`src/rtl/rxack_pkg.sv`:
```
package rxack_pkg;
  localparam int FT_W = 3;

  localparam logic [FT_W-1:0] FT_DATA = 3'b001;
  localparam logic [FT_W-1:0] FT_CMD  = 3'b011;

  typedef enum logic [1:0] {
    CL_PLAIN   = 2'd0,
    CL_ACKABLE = 2'd1,
    CL_RSV_DROP = 2'd2,
    CL_RSV_FCS = 2'd3
  } frm_class_e;

  typedef struct packed {
    logic rx_end;
    logic addr_irq;
    logic crc_ok;
    logic ack_go;
  } verdict_t;
endpackage

```
`src/rtl/rxack_class.sv`:
```
module rxack_class
  import rxack_pkg::*;
#(
  parameter int TYPE_W = FT_W
) (
  input  logic [TYPE_W-1:0] frame_type,
  input  logic              filt_rsv,
  input  logic              upld_rsv,
  output frm_class_e        cls
);
  logic is_rsv;
  assign is_rsv = frame_type[TYPE_W-1];

  always_comb begin
    cls = CL_PLAIN;
    if (is_rsv) begin
      if (!upld_rsv)     cls = CL_RSV_DROP;
      else if (filt_rsv) cls = CL_ACKABLE;
      else               cls = CL_RSV_FCS;
    end else if (frame_type == FT_DATA || frame_type == FT_CMD) begin
      cls = CL_ACKABLE;
    end
  end
endmodule

```
`src/rtl/rxack_verdict.sv`:
```
module rxack_verdict
  import rxack_pkg::*;
(
  input  logic       clk,
  input  logic       rst,
  input  logic       eof_strobe,
  input  logic       phr_ok,
  input  logic       ack_req,
  input  logic       addr_hit,
  input  logic       fcs_ok,
  input  frm_class_e cls,
  input  logic       promisc,
  input  logic       no_ack,
  output logic       rx_end_pulse,
  output logic       addr_irq_pulse,
  output logic       crc_ok_flag,
  output logic       ack_go
);
  verdict_t v;
  logic filtered;

  always_comb begin
    v = '0;
    filtered = 1'b0;
    if (phr_ok) begin
      v.crc_ok = fcs_ok;
      unique case (cls)
        CL_PLAIN, CL_ACKABLE: begin
          filtered   = addr_hit;
          v.addr_irq = addr_hit;
          v.rx_end   = addr_hit & fcs_ok;
          v.ack_go   = (cls == CL_ACKABLE) & addr_hit & fcs_ok & ack_req & ~no_ack;
        end
        CL_RSV_FCS:  v.rx_end = fcs_ok;
        CL_RSV_DROP: v.rx_end = 1'b0;
        default:     v.rx_end = 1'b0;
      endcase
      if (promisc) v.rx_end = 1'b1;
    end
  end

  assign ack_go = eof_strobe & v.ack_go;

  always_ff @(posedge clk) begin
    if (rst) begin
      rx_end_pulse   <= 1'b0;
      addr_irq_pulse <= 1'b0;
      crc_ok_flag    <= 1'b0;
    end else begin
      rx_end_pulse   <= eof_strobe & v.rx_end;
      addr_irq_pulse <= eof_strobe & v.addr_irq & filtered;
      if (eof_strobe) crc_ok_flag <= v.crc_ok;
    end
  end
endmodule

```
`src/rtl/rxack_turnaround.sv`:
```
module rxack_turnaround #(
  parameter int LONG_SYMS  = 12,
  parameter int SHORT_SYMS = 2,
  localparam int CNT_W = $clog2(LONG_SYMS + 1)
) (
  input  logic clk,
  input  logic rst,
  input  logic eof_strobe,
  input  logic ack_go,
  input  logic short_sel,
  input  logic sym_tick,
  output logic ack_start_pulse
);
  localparam logic [CNT_W-1:0] LONG_C  = CNT_W'(LONG_SYMS);
  localparam logic [CNT_W-1:0] SHORT_C = CNT_W'(SHORT_SYMS);

  logic             armed;
  logic [CNT_W-1:0] cnt;
  logic [CNT_W-1:0] target;
  logic [CNT_W-1:0] cnt_nx;

  assign cnt_nx = cnt + CNT_W'(1);

  always_ff @(posedge clk) begin
    if (rst) begin
      armed           <= 1'b0;
      cnt             <= '0;
      target          <= LONG_C;
      ack_start_pulse <= 1'b0;
    end else begin
      ack_start_pulse <= 1'b0;
      if (eof_strobe) begin
        armed  <= ack_go;
        cnt    <= '0;
        target <= short_sel ? SHORT_C : LONG_C;
      end else if (armed && sym_tick) begin
        if (cnt_nx == target) begin
          armed           <= 1'b0;
          cnt             <= '0;
          ack_start_pulse <= 1'b1;
        end else begin
          cnt <= cnt_nx;
        end
      end
    end
  end
endmodule

```
`src/rtl/rxack_filter_top.sv`:
```
module rxack_filter_top
  import rxack_pkg::*;
#(
  parameter int TYPE_W     = FT_W,
  parameter int LONG_SYMS  = 12,
  parameter int SHORT_SYMS = 2
) (
  input  logic              clk,
  input  logic              rst,
  input  logic              sym_tick,
  input  logic              eof_strobe,
  input  logic              phr_ok,
  input  logic [TYPE_W-1:0] frame_type,
  input  logic              ack_req,
  input  logic              addr_hit,
  input  logic              fcs_ok,
  input  logic              cfg_filt_rsv,
  input  logic              cfg_upld_rsv,
  input  logic              cfg_short_ack,
  input  logic              cfg_promisc,
  input  logic              cfg_no_ack,
  output logic              rx_end_pulse,
  output logic              addr_irq_pulse,
  output logic              crc_ok_flag,
  output logic              ack_start_pulse
);
  frm_class_e cls;
  logic       ack_go;

  rxack_class #(.TYPE_W(TYPE_W)) u_class (
    .frame_type (frame_type),
    .filt_rsv   (cfg_filt_rsv),
    .upld_rsv   (cfg_upld_rsv),
    .cls        (cls)
  );

  rxack_verdict u_verdict (
    .clk            (clk),
    .rst            (rst),
    .eof_strobe     (eof_strobe),
    .phr_ok         (phr_ok),
    .ack_req        (ack_req),
    .addr_hit       (addr_hit),
    .fcs_ok         (fcs_ok),
    .cls            (cls),
    .promisc        (cfg_promisc),
    .no_ack         (cfg_no_ack),
    .rx_end_pulse   (rx_end_pulse),
    .addr_irq_pulse (addr_irq_pulse),
    .crc_ok_flag    (crc_ok_flag),
    .ack_go         (ack_go)
  );

  rxack_turnaround #(.LONG_SYMS(LONG_SYMS), .SHORT_SYMS(SHORT_SYMS)) u_turn (
    .clk             (clk),
    .rst             (rst),
    .eof_strobe      (eof_strobe),
    .ack_go          (ack_go),
    .short_sel       (cfg_short_ack),
    .sym_tick        (sym_tick),
    .ack_start_pulse (ack_start_pulse)
  );
endmodule

```
`config.mk`:
```
export PLATFORM = sky130hd
export DESIGN_NAME = rxack_filter_top
export DESIGN_NICKNAME = d
export VERILOG_FILES = /design/src/rtl/rxack_pkg.sv /design/src/rtl/rxack_class.sv /design/src/rtl/rxack_verdict.sv /design/src/rtl/rxack_turnaround.sv /design/src/rtl/rxack_filter_top.sv
export SDC_FILE = /design/constraint.sdc
export NUM_CORES = 1
export LEC_CHECK = 0
export ABC_AREA = 1
export BUFFER_PORTS_ARGS = -buffer_cell sky130_fd_sc_hd__buf_2
export CORE_MARGIN = 1
export CORE_UTILIZATION = 31
export DETAILED_ROUTE_END_ITERATION = 16
export HOLD_SLACK_MARGIN = 0.06
export SLEW_MARGIN = 15
export SYNTH_ARGS = -nofsm -noshare
export SYNTH_HDL_FRONTEND = slang
export SYNTH_SLANG_ARGS = --single-unit
```
`constraint.sdc`:
```
create_clock -name clk -period 1.7 [get_ports clk]
set_input_delay 0.255 -clock clk [delete_from_list [all_inputs] [get_ports clk]]
set_output_delay 0.255 -clock clk [all_outputs]
set_load 0.02 [all_outputs]
```
==> results of run 1 <==
## registers in the layout, summed over array words and instances, names as in the netlist
name                      cells
u_turn.armed                  1
u_verdict.addr_irq_pulse      1
u_verdict.crc_ok_flag         1
u_verdict.rx_end_pulse        1
u_turn.cnt                    4
u_turn.target                 2
u_turn.ack_start_pulse        1
## metal layers
| layer | up-vias | global-route usage | wire length (um) |
|---|---|---|---|
| met2 | 15 | 0.226 | 525 |
| li1 | 295 | - | - |
| met1 | 239 | 0.178 | 553 |
| met4 | 0 | 0.109 | 39 |
| met3 | 5 | 0.0367 | 40 |
| met5 | - | 0 | 0 |
## worst register-to-register path: stages, from the launching register on
cell	delay, ps
dfxtp_1	370
ha_1	350
inv_1	50
nand2_1	50
nand3_1	100
a21oi_2	130
nand2_2	80
inv_2	70
nor3_2	40
## synth_stat cells, types with 2 or more instances
cell / count
a21oi_2: 3
nand2_1: 14
nor3_1: 2
o21ai_0: 5
nand2_2: 3
a21oi_1: 3
nand3_1: 3
nand4_1: 3
nor3_2: 2
dfxtp_1: 11
nor2_1: 8
o211ai_1: 2
inv_1: 14
## metrics by stage
stage          hold WS [ps]  total power, mW  area [um2]  cells  setup slack (ps)
2_1_floorplan           317            0.292         559     78               462
3_3_place_gp            445            0.316         679    120               373
3_5_place_dp            444            0.317         679    120               351
4_1_cts                 150            0.496         706    124               338
5_1_grt                 161            0.506         706    124               218
6_report                156            0.490         706    124               345
## power groups by stage
stage	clock network [mW]	registers, mW	logic, mW
after floorplan	0	0.274	0.0185
after global placement	0	0.271	0.0440
after detailed placement	0	0.272	0.0452
after CTS	0.185	0.266	0.0454
after global routing	0.188	0.267	0.0515
final	0.179	0.266	0.0448
## cell families (layout without fill, tap and decap cells)
logic type,Yosys count,count (layout),share of synthesized area
buffers and inverters,15,37,0.101
and+or+nand+nor,36,36,0.309
adders and majority gates,1,1,0.0224
AOI/OAI and AO/OA,14,14,0.159
xor gates and xnor gates,1,1,0.0157
DFF,11,11,0.394
## worst max path at each step
stage | start | to
after CTS | u_turn.cnt[0] | u_turn.cnt[1]
after detailed placement | u_turn.cnt[0] | u_turn.cnt[1]
after global placement | u_turn.cnt[0] | u_turn.cnt[2]
after global routing | u_turn.cnt[0] | u_turn.cnt[2]
after floorplan | u_turn.cnt[0] | u_turn.cnt[1]
final | u_turn.cnt[0] | u_turn.cnt[1]
## layout make-up
class / count / area share
multi-input cells: 52 / 0.401
flip-flops and latches: 11 / 0.312
repair buffers: 18 / 0.128
inverters: 15 / 0.0798
well taps: 24 / 0.0426
clock buffers: 4 / 0.0372
==> flow_metrics.tcl, run 1 <==
set metrics [dict create \
    n_antenna_cell 0 \
    clock_sinks 11 \
    cp.required_ps 1860 \
    drc 0 \
    clkTransAtPathRegs_ps 70 \
    drt-pass1-iter-count 2 \
    finalCritPeriodShare 0.797 \
    drt_iter0_markers 3 \
    p_sw_frac 0.235 \
    core_area_um2 1590 \
    netlist_instances 78 \
    min_from "rst" \
    clockRootBuffer "clkbuf_4" \
    path_depth 8 \
    ant_nets 0 \
    regArea_um2 220 \
    synth_seq_area_share 0.394 \
    wire_per_inst_um 9.34 \
    grt_max_degree 7 \
    reg2reg_depth 8 \
    htree_levels 1 \
    rsz0062_at_grt "no" \
    synth_fp_nets 95 \
    post-cts-setup-buffers 0 \
    fp.dieW_um 44.5 \
    syn_area_um2 559 \
    viasPerCell 4.47 \
    synth_cell_types 18 \
    dp_hpwl_um 959 \
    maxCapViolCount 0 \
    pwr-share-seq 0.543 \
    worstPathCellList "ha_1 -> inv_1 -> nand2_1 -> nand3_1 -> a21oi_2 -> nand2_2 -> inv_2 -> nor3_2" \
    slowest_stage "dfxtp_1" \
    post_cts_resized 0 \
    cp-end-kind "flip-flop" \
    multiInputGateArea_um2 283 \
    clockBufferDepth 2 \
    netSwitchingPower_uw 115 \
    fin_tns_setup_ps 0 \
    startpoint_type "flip-flop" \
    grt_pass1_vias 534 \
    p_clk_frac 0.366 \
    r2r-start "u_turn.cnt[0]" \
    ir_drop_mv 0.469 \
    cpLargestDelayFamily "flip-flops" \
    utilization 0.443 \
    status "finished, final reports clean" \
    setup_viol 0 \
    area_growth_pct 26.2 \
    overflow 0 \
    slew_violations 0 \
    hold_violations 0 \
    rows 14 \
    drive_gt1_frac 0.300 \
    routed_wl_um 1160 \
    synthTopCellsByArea "dfxtp_1 39%, inv_1 9.4%, nand2_1 9.4%, nor2_1 5.4%, a21oi_2 4.7%" \
    synth_flop_cell "dfxtp_1" \
    ys_ff_latch 11 \
    holdPathStages 2 \
    synth_top_area_cell "dfxtp_1" \
    relSlewSlack 0.836 \
    p_comb_frac 0.091 \
    initial_core_util 0.351 \
    postSynthAreaPerCell_um2 7.17 \
    hold_end "u_turn.armed" \
    nets 118 \
    cp.arrival_ps 1520 \
    hp-class "input pin to flip-flop" \
    layout_commonest_cell "buf_2" \
    antenna_found_initial 0 \
    power.leakage_nw 0.331 \
    place_congestion 0.737 \
    r2r_slack_ps 350 \
    worst-path-buf-inv 2 \
    numCtsBuffers 3 \
    cts_tree "yes" \
    synth-warning-count 0 \
    clkLatencyLatePin_ps 270 \
    max_slew.worst_pin.slew_ps 246 \
    holdBufCountCts 0 \
    fillers 173 \
    worstSetupPathType "flip-flop to flip-flop" \
    fmaxAchievable_mhz 738 \
    min_period_ps 1350 \
    internal-power_uw 375 \
    finalClockSkew_ps 0.690 \
    p_per_area_nw_per_um2 694 \
    die-area_um2 1980 \
    cpPeakStageDelay_ps 370 \
    route.vias.total 554 \
    critPathMaxFanout 6 \
    io_pins 20 \
    synth-edff-count 0 \
    grt_pass1_wl_um 2090 \
    synthArstFlopShare 0 \
    synth_top_area_share 0.394 \
    die_h_um 44.5 \
    grt_use_total 0.148 \
    final_cell_mix "18 x buf_2, 14 x nand2_1, 14 x inv_1" \
    port_buffers 18 \
    r2r-end "u_turn.cnt[1]" \
]
Note: power is estimated with default switching activity, not from simulation.
==> run 2: changes to the inputs <==
==> constraint.sdc (replaced) <==
create_clock -name clk -period 1.35 [get_ports clk]
set_input_delay 0.2025 -clock clk [delete_from_list [all_inputs] [get_ports clk]]
set_output_delay 0.2025 -clock clk [all_outputs]
set_load 0.02 [all_outputs]
==> run 2 against run 1 <==
Combinational power up 28%. Worst setup slack worse by 220 ps. Flip-flop and latch count unchanged. Largest cell class unchanged. Routed wire length down 2.2%. Design area up 5.0%. Clock-buffer cell count unchanged. Register-to-register slack worse by 220 ps. Clock power up 21%. Cell count up 1.6%. Hold slack worse by 37 ps. Critical path depth unchanged. Clock skew about the same.
==> flow_metrics.tcl, run 2 (synthesized netlist as in run 1, its figures left out) <==
set metrics [dict create \
    drive_gt1_frac 0.353 \
    finalClockSkew_ps 0.519 \
    ant_nets 0 \
    cp.required_ps 1500 \
    drt_iter0_markers 10 \
    io_pins 20 \
    nets 120 \
    rsz0062_at_grt "no" \
    worstSetupPathType "flip-flop to flip-flop" \
    dp_hpwl_um 928 \
    startpoint_type "flip-flop" \
    p_clk_frac 0.357 \
    top_regs "u_turn.cnt x4, u_turn.target x2" \
    final_cell_mix "18 x buf_2, 14 x nand2_1, 14 x inv_1" \
    worstPathCellList "ha_4 -> inv_1 -> nand2_1 -> nand3_2 -> a21oi_2 -> nand2_2 -> inv_2 -> nor3_2" \
    hold_violations 0 \
    place_congestion 0.719 \
    die_h_um 44.5 \
    p_per_area_nw_per_um2 822 \
    clock_sinks 11 \
    initial_core_util 0.351 \
    max_flop_register "u_turn.cnt" \
    grt_pass1_wl_um 2060 \
    drc 0 \
    clkLatencyLatePin_ps 260 \
    slew_violations 0 \
    fmaxAchievable_mhz 815 \
    fp.dieW_um 44.5 \
    grt_pass1_vias 540 \
    finalCritPeriodShare 0.909 \
    post_cts_resized 0 \
    min_period_ps 1230 \
    netSwitchingPower_uw 137 \
    grt_use_total 0.143 \
    ir_drop_mv 0.462 \
    fin_tns_setup_ps 0 \
    wl_met1_um 528 \
    routed_wl_um 1130 \
    p_sw_frac 0.226 \
    htree_levels 1 \
    setup_viol 0 \
    hp-class "input pin to flip-flop" \
    clockBufferDepth 2 \
    clockRootBuffer "clkbuf_4" \
    grt_max_degree 7 \
    numCtsBuffers 3 \
    slowest_stage "dfxtp_2" \
    core_area_um2 1590 \
    clkTransAtPathRegs_ps 70 \
    pwr-share-seq 0.549 \
    cp-end-kind "flip-flop" \
    die-area_um2 1980 \
    internal-power_uw 471 \
    n_antenna_cell 0 \
    critPathMaxFanout 3 \
    max_slew.worst_pin.slew_ps 240 \
    p_total_uw 609 \
    layout_commonest_cell "buf_2" \
    antenna_found_initial 0 \
    overflow 0 \
    cp.arrival_ps 1380 \
    status "finished, final reports clean" \
    largest_register_ffs 4 \
    route.vias.total 559 \
    rows 14 \
    area_growth_pct 32.4 \
    viasPerCell 4.44 \
    cpPeakStageDelay_ps 340 \
    top_layer "met4" \
    holdBufCountCts 0 \
    port_buffers 18 \
    p_comb_frac 0.094 \
    route.met3.wl_um 26 \
    drt-pass1-iter-count 2 \
    maxCapViolCount 0 \
    wl_met2_um 557 \
    wire_per_inst_um 8.98 \
    relSlewSlack 0.840 \
    power.leakage_nw 0.340 \
    cts_tree "yes" \
    post-cts-setup-buffers 0 \
]
[run 2: per-layer routing]
layer	GRT usage	up-vias
li1	-	300
met1	0.155	245
met2	0.244	12
met3	0.0367	2
met4	0.0909	0
met5	0	-
[run 2: stage by stage]
| stage | worst slack, ps | util | instances | instance area [um2] | hold WS, ps |
|---|---|---|---|---|---|
| floorplan | 112 | - | 78 | 559 | 265 |
| global placement | 96.6 | 0.436 | 122 | 694 | 394 |
| detailed placement | 63.7 | 0.436 | 122 | 694 | 392 |
| CTS | 54.2 | 0.452 | 126 | 721 | 111 |
| global route | 31.0 | 0.465 | 126 | 741 | 113 |
| finish | 123 | 0.465 | 126 | 741 | 119 |
[run 2: power groups by stage]
stage | clock network, mW | logic, mW | registers (mW)
after floorplan | 0 | 0.0232 | 0.345
after global placement | 0 | 0.0558 | 0.342
after detailed placement | 0 | 0.0572 | 0.342
after CTS | 0.227 | 0.0574 | 0.334
after global routing | 0.245 | 0.0647 | 0.335
final | 0.217 | 0.0573 | 0.334
[run 2: area by class of cell]
type / instances / area [um2]
clock buffer: 4 / 26.3
inverter: 15 / 56.3
multi-input combinational: 52 / 300
tap: 24 / 30.0
timing repair buffer: 20 / 105
sequential: 11 / 223
fill: 166 / 853
[run 2: path summary, 6_finish.rpt]
| check | end | start | cells after the start | slack, ps |
|---|---|---|---|---|
| min reg2reg | u_verdict.crc_ok_flag | u_verdict.crc_ok_flag | 2 | 470 |
| min | u_turn.armed | rst | 2 | 120 |
| max reg2reg | u_turn.cnt[1] | u_turn.cnt[1] | 8 | 120 |
| max | u_turn.cnt[1] | u_turn.cnt[1] | 8 | 120 |
[run 2: critical path, delay by kind of cell, from the launching register on]
kind                     cells  cell delay, ps
adder cells (fa/ha/maj)      1             260
flip-flops                   1             340
buffers and inverters        2             110
AO/OA/AOI/OAI                1             120
AND/OR/NAND/NOR              4             290
==> run 3: changes to the inputs <==
--- a/config.mk
+++ b/config.mk
@@ -11,6 +11,7 @@
 export CORE_UTILIZATION = 31
 export DETAILED_ROUTE_END_ITERATION = 16
 export HOLD_SLACK_MARGIN = 0.06
+export RECOVER_POWER = 50
 export SLEW_MARGIN = 15
 export SYNTH_ARGS = -nofsm -noshare
 export SYNTH_HDL_FRONTEND = slang
==> run 3 against run 2 <==
Maximum frequency is essentially flat. Critical path type unchanged. Die area is the same. Routed wire length is essentially flat. Clock-buffer cell count is the same. Flip-flop and latch count is the same. Design area shrank 0.34%. Utilization shrank 0.16 points. Clock skew is essentially flat. Combinational power shrank 0.9%. Non-clock buffer count is the same. Power shrank 0.14%.
==> flow_metrics.tcl, run 3 (synthesized netlist as in run 1, its figures left out) <==
set metrics [dict create \
    min_from "rst" \
    overflow 0 \
    cp-end-kind "flip-flop" \
    cts_tree "yes" \
    drt_iter0_markers 10 \
    die_h_um 44.5 \
    final_area_um2 738 \
    drt-pass1-iter-count 4 \
    hold_violations 0 \
    core_area_um2 1590 \
    numCtsBuffers 3 \
    nets 120 \
    hold_end "u_turn.armed" \
    worstSetupPathType "flip-flop to flip-flop" \
    largest_register_ffs 4 \
    power.leakage_nw 0.333 \
    slew_violations 0 \
    fmaxAchievable_mhz 815 \
    slowest_stage "dfxtp_2" \
    dp_hpwl_um 928 \
    initial_core_util 0.351 \
    startpoint_type "flip-flop" \
    io_pins 20 \
    layout_commonest_cell "buf_2" \
    finalCritPeriodShare 0.909 \
    hp-class "input pin to flip-flop" \
    ir_drop_mv 0.462 \
    clockRootBuffer "clkbuf_4" \
    viasPerCell 4.45 \
    port_buffers 18 \
    grt_pass1_wl_um 2060 \
    grt_use_total 0.143 \
    reg2reg_depth 8 \
    min_period_ps 1230 \
    place_area_um2 694 \
    area_growth_pct 32.0 \
    drc 0 \
    finalClockSkew_ps 0.520 \
    ant_nets 0 \
    clockBufferDepth 2 \
    rsz0062_at_grt "no" \
    fp.dieW_um 44.5 \
    setup_ws_ps 123 \
    route.vias.total 561 \
    routed_wl_um 1130 \
    grt_max_degree 7 \
    maxCapViolCount 0 \
    antenna_found_initial 0 \
    r2r-start "u_turn.cnt[1]" \
    relSlewSlack 0.840 \
    wire_per_inst_um 8.99 \
    cpPeakStageDelay_ps 340 \
    max_slew.worst_pin.slew_ps 240 \
    r2r-end "u_turn.cnt[1]" \
    max_flop_register "u_turn.cnt" \
    n_antenna_cell 0 \
    die-area_um2 1980 \
    clkLatencyLatePin_ps 260 \
    critPathMaxFanout 3 \
    final_cell_mix "16 x buf_2, 14 x nand2_1, 14 x inv_1" \
    clkTransAtPathRegs_ps 70 \
    drive_gt1_frac 0.333 \
    cp.arrival_ps 1380 \
    rows 14 \
    dp_worst_setup_slack_ps 63.7 \
    status "finished, final reports clean" \
    top_regs "u_turn.cnt x4, u_turn.target x2" \
    place_congestion 0.719 \
    htree_levels 1 \
    hold_ws_ps 120 \
    p_per_area_nw_per_um2 823 \
    r2r_slack_ps 120 \
    cp.required_ps 1500 \
    clock_sinks 11 \
    fin_tns_setup_ps 0 \
    worstPathCellList "ha_4 -> inv_1 -> nand2_1 -> nand3_2 -> a21oi_2 -> nand2_2 -> inv_2 -> nor3_2" \
    setup_viol 0 \
    grt_pass1_vias 540 \
    holdPathStages 2 \
]
[run 3: cell types whose count changed in the layout (fill, tap and decap cells not counted), sizes merged]
cell / change
clkbuf: +2
buf: -2
[run 3: metal layers]
metal  up-vias  share of wire  track usage
met5         -              0            0
li1        300              -            -
met2        12           0.49        0.244
met3         2          0.023       0.0367
met1       247           0.47        0.155
met4         0          0.017       0.0909
[run 3: how the worst max path moves through the flow]
| stage | startpoint | endpoint | slack (ps) | cells after the start |
|---|---|---|---|---|
| after floorplan | u_turn.cnt[0] | u_turn.cnt[1] | 110 | 8 |
| after global placement | u_turn.cnt[1] | u_turn.cnt[1] | 100 | 8 |
| after detailed placement | u_turn.cnt[1] | u_turn.cnt[2] | 60 | 8 |
| after CTS | u_turn.cnt[1] | u_turn.cnt[2] | 50 | 8 |
| after global routing | u_turn.cnt[0] | u_turn.cnt[1] | 30 | 8 |
| final | u_turn.cnt[1] | u_turn.cnt[1] | 120 | 8 |
[run 3: through the flow]
step / std cells / total power [mW] / util
floorplan: 78 / 0.368 / -
global placement: 122 / 0.398 / 0.436
detailed placement: 122 / 0.399 / 0.436
CTS: 126 / 0.619 / 0.452
global route: 126 / 0.644 / 0.463
finish: 126 / 0.608 / 0.463
[run 3: area by class of cell]
cell class | instances | area, um2
clock buffers | 4 | 26.3
multi-input cells | 52 | 300
well taps | 24 | 30.0
fillers | 165 | 856
flip-flops and latches | 11 | 223
inverters | 15 | 56.3
repair buffers | 20 | 103
[run 3: timing repair]
item / in CTS / in global routing
endpoints found under the setup margin: 0 / 4
hold buffers: 0 / 0
resized for setup: 0 / 4
setup buffers: 0 / 0
[run 3: critical path, delay by kind of cell, from the launching register on]
kind	cells	cell delay (ps)
flip-flops	1	340
AND/OR/NAND/NOR	4	290
adder cells (fa/ha/maj)	1	260
AO/OA/AOI/OAI	1	120
buffers and inverters	2	110
[run 3: where the power goes]
part | internal (mW) | total (mW) | switching [mW]
Clock | 0.114 | 0.217 | 0.103
Sequential | 0.331 | 0.334 | 0.00337
Combinational | 0.0259 | 0.0568 | 0.0309
